==> src/rtl/tfs_pkg.sv <==
// Shared types and constants of the frame transmit sequencer.
// Assumes an 8-bit native pattern width; wider bytes zero-extend the patterns.
package tfs_pkg;
    typedef enum logic [3:0] {
        ST_IDLE,
        ST_FLAG,
        ST_ADR1,
        ST_ADR2,
        ST_DATA,
        ST_FCSL,
        ST_FCSH,
        ST_CLOSE,
        ST_URUN,
        ST_ABORT
    } tfs_state_e;

    localparam logic [7:0]  FLAG_BYTE  = 8'h7E;
    localparam logic [7:0]  ABORT_BYTE = 8'hFF;
    localparam logic [15:0] CRC_PRESET = 16'hFFFF;
    localparam logic [15:0] CRC_POLY_R = 16'h8408;
endpackage

==> src/rtl/tfs_crc_acc.sv <==
// CRC accumulator, LSB-first (reflected) form, one whole byte per update.
// Assumes init and upd never need to be applied in the same cycle; init wins.
module tfs_crc_acc #(
    parameter int          DATA_W = 8,
    parameter int          CRC_W  = 16,
    parameter logic [15:0] POLY   = tfs_pkg::CRC_POLY_R,
    parameter logic [15:0] PRESET = tfs_pkg::CRC_PRESET
) (
    input  logic              clk,
    input  logic              rst_n,
    input  logic              init,
    input  logic              upd,
    input  logic [DATA_W-1:0] din,
    output logic [CRC_W-1:0]  crc
);
    localparam logic [CRC_W-1:0] POLY_W   = CRC_W'(POLY);
    localparam logic [CRC_W-1:0] PRESET_W = CRC_W'(PRESET);

    logic [CRC_W-1:0] stage [0:DATA_W];
    logic [CRC_W-1:0] crc_q;

    assign stage[0] = crc_q;

    // One shift-and-reduce stage per input bit, LSB consumed first.
    for (genvar i = 0; i < DATA_W; i++) begin : g_bit
        assign stage[i+1] = (stage[i] >> 1) ^ ((stage[i][0] ^ din[i]) ? POLY_W : '0);
    end

    // Register: preset at frame start, absorb a byte on update.
    always_ff @(posedge clk) begin
        if (!rst_n)    crc_q <= PRESET_W;
        else if (init) crc_q <= PRESET_W;
        else if (upd)  crc_q <= stage[DATA_W];
    end

    assign crc = crc_q;
endmodule

==> src/rtl/tfs_next.sv <==
// Next-state decision of the frame sequencer (pure combinational).
// Assumes abort_now is already qualified to frame states by the caller.
module tfs_next
    import tfs_pkg::*;
(
    input  tfs_state_e state,
    input  logic       tx_en,
    input  logic       fifo_empty,
    input  logic       fifo_eop,
    input  logic       addr_en,
    input  logic       addr_two,
    input  logic       abort_now,
    input  logic       flush_q,
    output tfs_state_e nxt
);
    // Successor of the present state if the serializer takes the byte now.
    always_comb begin
        nxt = state;
        case (state)
            ST_IDLE:  if (tx_en && !fifo_empty && !flush_q) nxt = ST_FLAG;
            ST_FLAG:  nxt = addr_en ? ST_ADR1 : ST_DATA;
            ST_ADR1:  nxt = addr_two ? ST_ADR2 : ST_DATA;
            ST_ADR2:  nxt = ST_DATA;
            ST_DATA: begin
                if (fifo_empty)    nxt = ST_URUN;
                else if (fifo_eop) nxt = ST_FCSL;
            end
            ST_FCSL:  nxt = ST_FCSH;
            ST_FCSH:  nxt = ST_CLOSE;
            default:  nxt = ST_IDLE;
        endcase
        if (abort_now) nxt = ST_ABORT;
    end
endmodule

==> src/rtl/tfs_pend.sv <==
// Holds an abort request until the next byte slot, and the discard mode
// that drains the remainder of a broken frame up to its end-of-packet word.
// Assumes set_flush is only raised while flush_q is clear.
module tfs_pend (
    input  logic clk,
    input  logic rst_n,
    input  logic abort_req,
    input  logic in_frame,
    input  logic byte_req,
    input  logic set_flush,
    input  logic clr_flush,
    output logic abort_now,
    output logic flush_q
);
    logic abort_q;

    // Latch an abort seen inside a frame; release it once a slot consumes it.
    always_ff @(posedge clk) begin
        if (!rst_n)                     abort_q <= 1'b0;
        else if (byte_req && in_frame)  abort_q <= 1'b0;
        else if (abort_req && in_frame) abort_q <= 1'b1;
    end

    // Discard mode: entered on a broken frame, left on its end-of-packet word.
    always_ff @(posedge clk) begin
        if (!rst_n)         flush_q <= 1'b0;
        else if (set_flush) flush_q <= 1'b1;
        else if (clr_flush) flush_q <= 1'b0;
    end

    assign abort_now = in_frame && (abort_q || abort_req);
endmodule

==> src/rtl/tx_frame_seq.sv <==
// Byte-level transmit sequencer. Presents one byte per state to a bit
// serializer and steps only when the serializer strobes byte_req.
// Assumes a show-ahead FIFO (fifo_data valid whenever fifo_empty is low)
// and that the serializer samples tx_byte on the byte_req edge.
module tx_frame_seq
    import tfs_pkg::*;
#(
    parameter int BYTE_W = 8
) (
    input  logic              clk,
    input  logic              rst_n,
    input  logic              tx_en,
    input  logic              addr_en,
    input  logic              addr_two,
    input  logic [BYTE_W-1:0] addr_b0,
    input  logic [BYTE_W-1:0] addr_b1,
    input  logic              abort_req,
    input  logic              fifo_empty,
    input  logic [BYTE_W-1:0] fifo_data,
    input  logic              fifo_eop,
    output logic              fifo_rd,
    input  logic              byte_req,
    output logic [BYTE_W-1:0] tx_byte,
    output logic              tx_raw,
    output logic              underrun
);
    localparam int                FCS_W     = 2 * BYTE_W;
    localparam logic [BYTE_W-1:0] FLAG_PAT  = BYTE_W'(FLAG_BYTE);
    localparam logic [BYTE_W-1:0] ABORT_PAT = BYTE_W'(ABORT_BYTE);

    tfs_state_e       state_q, nxt;
    logic             in_frame, pre_eop, abort_now, flush_q;
    logic             set_flush, clr_flush, crc_init, crc_upd;
    logic [FCS_W-1:0] crc, fcs;

    assign in_frame = (state_q == ST_FLAG) || (state_q == ST_ADR1) ||
                      (state_q == ST_ADR2) || (state_q == ST_DATA) ||
                      (state_q == ST_FCSL) || (state_q == ST_FCSH) ||
                      (state_q == ST_CLOSE);
    assign pre_eop  = (state_q == ST_FLAG) || (state_q == ST_ADR1) ||
                      (state_q == ST_ADR2) || (state_q == ST_DATA);

    tfs_next u_next (
        .state      (state_q),
        .tx_en      (tx_en),
        .fifo_empty (fifo_empty),
        .fifo_eop   (fifo_eop),
        .addr_en    (addr_en),
        .addr_two   (addr_two),
        .abort_now  (abort_now),
        .flush_q    (flush_q),
        .nxt        (nxt)
    );

    // State driver: advance only when the serializer takes the byte.
    always_ff @(posedge clk) begin
        if (!rst_n)        state_q <= ST_IDLE;
        else if (byte_req) state_q <= nxt;
    end

    assign set_flush = byte_req && (((nxt == ST_ABORT) && pre_eop) || (nxt == ST_URUN));
    assign clr_flush = flush_q && fifo_rd && fifo_eop;

    tfs_pend u_pend (
        .clk       (clk),
        .rst_n     (rst_n),
        .abort_req (abort_req),
        .in_frame  (in_frame),
        .byte_req  (byte_req),
        .set_flush (set_flush),
        .clr_flush (clr_flush),
        .abort_now (abort_now),
        .flush_q   (flush_q)
    );

    // FIFO pop: one per payload byte taken, or freely while discarding.
    assign fifo_rd = !fifo_empty &&
                     ((byte_req && (state_q == ST_DATA) && !abort_now) || flush_q);

    assign crc_init = byte_req && (state_q == ST_IDLE);
    assign crc_upd  = byte_req && !abort_now &&
                      ((state_q == ST_ADR1) || (state_q == ST_ADR2) ||
                       ((state_q == ST_DATA) && !fifo_empty));

    tfs_crc_acc #(
        .DATA_W (BYTE_W),
        .CRC_W  (FCS_W)
    ) u_crc (
        .clk   (clk),
        .rst_n (rst_n),
        .init  (crc_init),
        .upd   (crc_upd),
        .din   (tx_byte),
        .crc   (crc)
    );

    assign fcs = ~crc;

    // State action: the byte and its stuffing mode for the present state.
    always_comb begin
        tx_byte = FLAG_PAT;
        tx_raw  = 1'b1;
        case (state_q)
            ST_IDLE, ST_FLAG, ST_CLOSE: begin
                tx_byte = FLAG_PAT;
                tx_raw  = 1'b1;
            end
            ST_ADR1: begin
                tx_byte = addr_b0;
                tx_raw  = 1'b0;
            end
            ST_ADR2: begin
                tx_byte = addr_b1;
                tx_raw  = 1'b0;
            end
            ST_DATA: begin
                tx_byte = fifo_empty ? ABORT_PAT : fifo_data;
                tx_raw  = fifo_empty;
            end
            ST_FCSL: begin
                tx_byte = fcs[BYTE_W-1:0];
                tx_raw  = 1'b0;
            end
            ST_FCSH: begin
                tx_byte = fcs[FCS_W-1:BYTE_W];
                tx_raw  = 1'b0;
            end
            default: begin
                tx_byte = ABORT_PAT;
                tx_raw  = 1'b1;
            end
        endcase
    end

    assign underrun = (state_q == ST_URUN);
endmodule

==> config.mk <==
export PLATFORM = sky130hd
export DESIGN_NAME = tx_frame_seq
export DESIGN_NICKNAME = d
export VERILOG_FILES = /design/src/rtl/tfs_pkg.sv /design/src/rtl/tfs_crc_acc.sv /design/src/rtl/tfs_next.sv /design/src/rtl/tfs_pend.sv /design/src/rtl/tx_frame_seq.sv
export SDC_FILE = /design/constraint.sdc
export NUM_CORES = 1
export LEC_CHECK = 0
export BUFFER_PORTS_ARGS = -buffer_cell sky130_fd_sc_hd__buf_2
export CAP_MARGIN = 20
export CORE_UTILIZATION = 45
export DETAILED_ROUTE_END_ITERATION = 8
export PLACE_DENSITY_LB_ADDON = 0.2
export SYNTH_ARGS = -nofsm -noshare
export SYNTH_HDL_FRONTEND = slang
export SYNTH_SLANG_ARGS = --single-unit
==> constraint.sdc <==
create_clock -name clk -period 2.8 [get_ports clk]
set_input_delay 0.56 -clock clk [delete_from_list [all_inputs] [get_ports clk]]
set_output_delay 0.56 -clock clk [all_outputs]
set_load 0.01 [all_outputs]
==> metrics.md, run 1 <==
| Metric | Value |
|---|---|
| Fraction of registers with async set/reset | `0` |
| Setup Fix Bufs, Post-CTS | `0` |
| Worst Skew | `between 3 and 4 ps` |
| Sequential area share after synthesis | `0.232` |
| Largest net degree at the start of global routing | `26` |
| Setup TNS | `0 ps` |
| Crit path max-delay family | `simple AND/OR/NAND/NOR gates` |
| Clock Latency Late Sink | `270 ps` |
| Clock Path Buffers | `2` |
| H-tree levels | `1` |
| # rows | `23` |
| Power Dens Cells | `326 nW/um2` |
| Antenna-violating nets left | `0` |
| Pleak | `0.897 nW` |
| Max Cap Viol | `0` |
| I/O pin count | `between 40 and 50` |
| Fin nets | `323` |
| HPWL after DPL | `4.23 mm` |
| Avg Inst Size Synth | `7.67 um2` |
| Achievable Freq | `370 MHz` |
| Clock Tree Root | `clkbuf_8` |
| CTS tree | `yes` |
| EDFF count, synth | `0` |
| Die footprint | `4470 um2` |
| First-pass GRT wire length | `roughly 9 mm` |
| Syn nets | `280` |
| Final Hold Vio Count | `0` |
| Cell Area, Synth | `between 1500 and 2000 um2` |
| Clock buffer count from CTS | `3` |
| Residual DRC | `0` |
| Post-route design area | `2230 um2` |
| Port Buf Inserts | `43` |
| WP data arrival | `2140 ps` |
| Seq cells post-synth | `22` |
| Vias in the first global route | `1,882` |
| Pins Over Slew Limit | `0` |
| Startpoint types | `flop` |
| DP Area | `2170 um2` |
| Layout fillers | `a little over 400` |
| Fraction of layout cells with a size suffix above 1 | `0.239` |
| Crit-path slowest cell | `nor4_1` |
| Grt total ovfl | `0` |
| Core area | `4030 um2` |
| Syn Inst Count | `247` |
| Placer Congestion | `about 0.9` |
| RSZ-0062 raised after global routing | `no` |
| Routed vias/inst | `5.95` |
| Drt pass-1 iters | `5` |
| Initial Utilization | `0.470` |
| Hold_buf cts | `0` |
| First DRT Iteration DRCs | `210` |
| Post-Route WL | `5.62 mm` |
| Final Cycle Share | `0.965` |
| Status | `finished clean` |
| Worst slew pin tran | `807 ps` |
| Final setup vio count | `0` |
| Critical Path Max Stage Delay | `570 ps` |
| Vias | `slightly above 2,000` |
| Gr usage total | `0.263` |
| Worst path cell trace | `buf_4 -> or2_2 -> o22ai_1 -> nor4_1 -> o21ai_0 -> buf_2` |
| Buf/Inv on CP | `2` |
| Worst setup path class | `flop to output port` |
| Hold WC Path Type | `flop to flop` |
| Clk sinks | `22` |
| Initial antenna violation count | `0` |
| Main synth FF type | `dfxtp_1` |
| Worst vdd ir | `0.221 mV` |
| Die Span X | `about 67 um` |
| Clk slew on worst S/H paths | `90 ps` |
| Max Fanout on Critical Path | `25` |
| Fin crit period | `2700 ps` |
| Setup crit end kind | `output port` |
| # diodes | `0` |
| Chip Height | `66.9 um` |
| Routed wire per std cell | `16.6 um` |
| Worst EP required | `2240 ps` |
| Netlist cell types | `63` |
| Max_slew headroom | `0.457` |
| Synth warn | `0` |
| Layout area overhead | `17.7%` |
==> area by class of cell <==
| cell class | count | area [um2] | share of cell area |
|---|---|---|---|
| Multi-Input combinational cell | 202 | 1360 | 0.608 |
| Sequential cell | 22 | 440 | 0.198 |
| Inverter | 9 | 33.8 | 0.0152 |
| Timing Repair Buffer | 52 | 283 | 0.127 |
| Clock buffer | 4 | 55.1 | 0.0247 |
| Tap cell | 50 | 62.6 | 0.0281 |
==> registers in the layout, indices dropped and copies added (netlist names) <==
signal / cells
u_pend.flush_q: 1
state_q: 4
u_crc.crc: 16
u_pend.abort_q: 1
==> cells in the final DEF, fill, tap and decap left out, types with 3 or more instances in the layout <==
cell type,instances
nand3b_1,3
nand2b_1,12
o211ai_1,9
buf_2,43
a21boi_0,4
a21oi_1,20
o21ai_0,14
nor4_1,3
o221ai_1,3
nor3_1,7
dfxtp_1,22
xnor2_1,5
nor2_1,40
nand4_1,4
clkbuf_8,4
mux2i_1,4
xnor3_1,5
inv_1,9
nand2_1,12
buf_4,9
a211o_1,4
==> synthesized netlist by cell type (3+ instances only) <==
cell type / number / area, um2
xnor3_1: 5 / 113
nand3b_1: 3 / 22.5
dfxtp_1: 22 / 440
o21ai_0: 14 / 70.1
a21boi_0: 4 / 30.0
buf_2: 6 / 30.0
o221ai_1: 3 / 26.3
nor2_1: 40 / 150
nand2b_1: 12 / 75.1
a211o_1: 4 / 35.0
a21oi_1: 20 / 100
clkbuf_1: 5 / 18.8
o211ai_1: 9 / 67.6
xnor2_1: 5 / 43.8
nor4_1: 4 / 25.0
inv_1: 9 / 33.8
nand4_1: 4 / 25.0
mux2i_1: 4 / 40.0
nand2_1: 12 / 45.0
nor3_1: 7 / 35.0
==> report_power, final <==
part / switching (mW) / total (mW) / internal [mW] / leakage, nW
logic: 0.0905 / 0.163 / 0.0730 / 0.690
registers: 0.00785 / 0.325 / 0.317 / 0.178
clock network: 0.113 / 0.238 / 0.126 / 0.0288
total: 0.211 / 0.727 / 0.516 / 0.897
==> layer usage <==
metal,GRT usage,up-vias,wire [um]
met4,0.0878,0,61
met3,0.0240,7,353
met1,0.364,930,2610
met5,0,-,0
met2,0.423,81,2590
li1,-,999,-
==> final timing paths <==
| kind | startpoint | to | slack (ps) | depth (start not counted) |
|---|---|---|---|---|
| worst min-delay path | u_crc.crc[14] | u_crc.crc[14] | 520 | 2 |
| worst min register to register | u_crc.crc[14] | u_crc.crc[14] | 520 | 2 |
| worst max-delay path | state_q[1] | tx_byte[2] | 100 | 6 |
| worst max register to register | state_q[3] | u_crc.crc[10] | 180 | 6 |
==> per-stage QoR <==
stage                     setup WS (ps)  total power [mW]   util  hold WS (ps)  cells
after global placement              350             0.492  0.538           488    335
after floorplan                     537             0.436      -           461    247
after global routing               29.4             0.758  0.553           544    339
after CTS                           132             0.730  0.552           522    339
after detailed placement            158             0.492  0.538           506    335
final                              99.1             0.727  0.553           517    339
==> worst reg2reg max path: stages (launching register included) <==
cell      delay, ps
dfxtp_1         670
or4b_4          280
o221ai_1        170
nor4_1          650
o211ai_1        320
and4_1          270
a211oi_2        190
==> logic make-up (layout without fill, tap and decap cells) <==
logic type | count (synthesis) | after routing | share of synthesized area
flops | 22 | 22 | 0.232
buf+inv | 23 | 65 | 0.0555
compound gates | 83 | 83 | 0.307
xor+xnor | 11 | 11 | 0.0872
simple gates | 102 | 102 | 0.285
mux | 6 | 6 | 0.0330
==> repair_timing <==
item                                    4_1_cts  5_1_grt
endpoints found under the setup margin        0        1
hold endpoints to repair                      0        0
resized for setup                             0        1
No activity file was read; power rests on OpenSTA's default activity.
==> inputs of run 2 (changes only) <==
--- a/config.mk
+++ b/config.mk
@@ -12,4 +12,5 @@
 export PLACE_DENSITY_LB_ADDON = 0.2
 export SYNTH_ARGS = -nofsm -noshare
 export SYNTH_HDL_FRONTEND = slang
+export SYNTH_HIERARCHICAL = 1
 export SYNTH_SLANG_ARGS = --single-unit
==> run 2 against run 1 <==
  * Sequential power about the same
  * Synthesized cell count decreased by 4.0%
  * Critical path depth increased by 2
  * Power increased by 0.18%
  * Largest power group unchanged
==> metrics.md, run 2 <==
| Metric | Value |
|---|---|
| Vias | `1,720` |
| CTS tree | `yes` |
| Seq cells post-synth | `22` |
| Final Cycle Share | `0.931` |
| Chip Height | `68.6 um` |
| Final Util | `0.543` |
| H-tree levels | `1` |
| Post-Route WL | `4.59 mm` |
| WP data arrival | `about 2100 ps` |
| Main synth FF type | `dfxtp_1` |
| Setup crit end kind | `output port` |
| Leading post-synthesis cells by cell area | `dfxtp_1, xnor3_1, buf_4` |
| Crit-path slowest cell | `dfxtp_1` |
| Core area | `4120 um2` |
| Max FFs per register | `16` |
| Worst setup path class | `flop to output port` |
| Crit path max-delay family | `simple AND/OR/NAND/NOR gates` |
| Initial antenna violation count | `0` |
| Max Cap Viol | `0` |
| Drt pass-1 iters | `4` |
| Routed vias/inst | `5.44` |
| Power Dens Cells | `326 nW/um2` |
| Grt total ovfl | `0` |
| Pins Over Slew Limit | `0` |
| Achievable Freq | `384 MHz` |
| Yosys top cell by area | `dfxtp_1` |
| Worst EP required | `approximately 2200 ps` |
| Commonest non-fill, non-tap cells in the layout | `buf_2, dfxtp_1, nor2_1, o21ai_0, nand2_1` |
| EDFF count, synth | `0` |
| Max Fanout on Critical Path | `12` |
| Gr usage total | `0.215` |
| Pleak | `1.01 nW` |
| Worst vdd ir | `0.183 mV` |
| Fraction of layout cells with a size suffix above 1 | `0.259` |
| Clock Path Buffers | `2` |
| Worst path cell trace | `or2_1 -> nor2_1 -> nor2_1 -> o21a_1 -> inv_1 -> a31oi_1 -> nor2_1 -> buf_2` |
| Avg Inst Size Synth | `around 8.4 um2` |
| Clock Latency Late Sink | `260 ps` |
| Most common cell after layout, fill and taps aside | `buf_2` |
| Routed wire per std cell | `14.5 um` |
| # rows | `23` |
| Clk sinks | `22` |
| Fraction of registers with async set/reset | `0` |
| Fin crit period | `2610 ps` |
| Residual DRC | `0` |
| Cell Area, Synth | `1990 um2` |
| Most common cell on crit path | `nor2_1` |
| Syn Inst Count | `237` |
| Synth warn | `6` |
| Syn nets | `270` |
| Initial Utilization | `0.485` |
| Die Span X | `68.6 um` |
| Worst Skew | `4.32 ps` |
| Status | `finished clean` |
| I/O pin count | `44` |
| Startpoint types | `flop` |
| Max_slew headroom | `0.560` |
| Worst slew pin tran | `659 ps` |
| Placer Congestion | `0.860` |
| Setup TNS | `0 ps` |
| Clock Tree Root | `clkbuf_8` |
| Antenna-violating nets left | `0` |
| Post-synth top cells | `dfxtp_1, buf_4, nor2_1, o21ai_0, nand2_1` |
| Worst setup margin | `193 ps` |
| Final setup vio count | `0` |
| Hold WC Path Type | `flop to flop` |
| Netlist cell types | `53` |
| Clk slew on worst S/H paths | `80 ps` |
| Pre-CTS WS | `245 ps` |
| Sequential area share after synthesis | `0.221` |
| RSZ-0062 raised after global routing | `no` |
| Critical Path Max Stage Delay | `560 ps` |
| Vias in the first global route | `1,546` |
| Most instantiated library cell after synthesis | `dfxtp_1` |
| Largest net degree at the start of global routing | `25` |
| Port Buf Inserts | `43` |
| Fin nets | `300` |
| HPWL after DPL | `about 3.5 mm` |
| First-pass GRT wire length | `7.51 mm` |
| Layout area overhead | `12.1%` |
| Final Hold Vio Count | `0` |
| Die footprint | `4700 um2` |
| Clock buffer count from CTS | `3` |
| Top cell type's share of synthesized area | `0.221` |
| Buf/Inv on CP | `2` |
| First DRT Iteration DRCs | `just over 90` |
| # diodes | `0` |
==> run 2: changes by cell type in the layout (fill, tap and decap cells not counted), sizes merged, moves of 4 or more <==
cell	change
nor2	-23
xnor2	+9
a21oi	-8
nand2b	-5
nor2b	+5
o22ai	+5
a2111oi	+4
buf	+4
mux2i	+4
nand4	-4
==> run 2: per-layer routing <==
metal  routed length, um  track usage  vias up  part of all wire
li1                    -            -      882                 -
met1                2340        0.320      782              0.51
met2                1960        0.319       52              0.43
met3                 252       0.0313        4             0.055
met4                  43       0.0625        0            0.0094
met5                   0            0        -                 0
==> run 2: tightest hold or removal path: stages (launching register included) <==
cell and delay, ps:
dfxtp_1 330, nand2_1 70, o211ai_1 80
==> run 2: path summary, 6_finish.rpt <==
path                      start            end  depth (start not counted)  slack (ps)
setup / recovery     state_q[1]        fifo_rd                          8         190
hold / removal    u_crc/crc[14]  u_crc/crc[14]                          2         520
setup reg to reg     state_q[0]   u_crc/crc[0]                          7         330
hold reg to reg   u_crc/crc[14]  u_crc/crc[14]                          2         520
==> run 2: kinds of logic after synthesis <==
group | synth area share
AND/OR/NAND/NOR | 0.190
XOR/XNOR | 0.193
buffers and inverters | 0.126
flip-flops | 0.221
AO/OA/AOI/OAI | 0.224
multiplexers | 0.0458
==> run 2: layout make-up <==
| class | count | area, um2 |
|---|---|---|
| fill | 372 | 1880 |
| multi-input combinational | 171 | 1300 |
| sequential | 22 | 442 |
| timing repair buffer | 56 | 325 |
| tap | 50 | 62.6 |
| clock buffer | 4 | 55.1 |
| inverter | 13 | 48.8 |
==> run 2: timing repair <==
action,4_1_cts,5_1_grt
gates resized for setup,0,1
setup endpoints to repair,0,1
buffers inserted,0,0
hold buffers,0,0
==> run 2: stage by stage <==
| stage | power, mW | std cells | cell area (um2) | hold slack (ps) |
|---|---|---|---|---|
| 3_5_place_dp | 0.503 | 312 | 2180 | 513 |
| 3_3_place_gp | 0.502 | 312 | 2180 | 503 |
| 5_1_grt | 0.766 | 316 | 2240 | 548 |
| 4_1_cts | 0.739 | 316 | 2230 | 526 |
| 6_report | 0.728 | 316 | 2240 | 523 |
| 2_1_floorplan | 0.449 | 237 | 1990 | 481 |
==> run 2: power by group <==
part | leakage, nW | internal (mW) | switching (mW)
logic | 0.804 | 0.0869 | 0.0846
registers | 0.179 | 0.318 | 0.00736
clock network | 0.0288 | 0.125 | 0.106
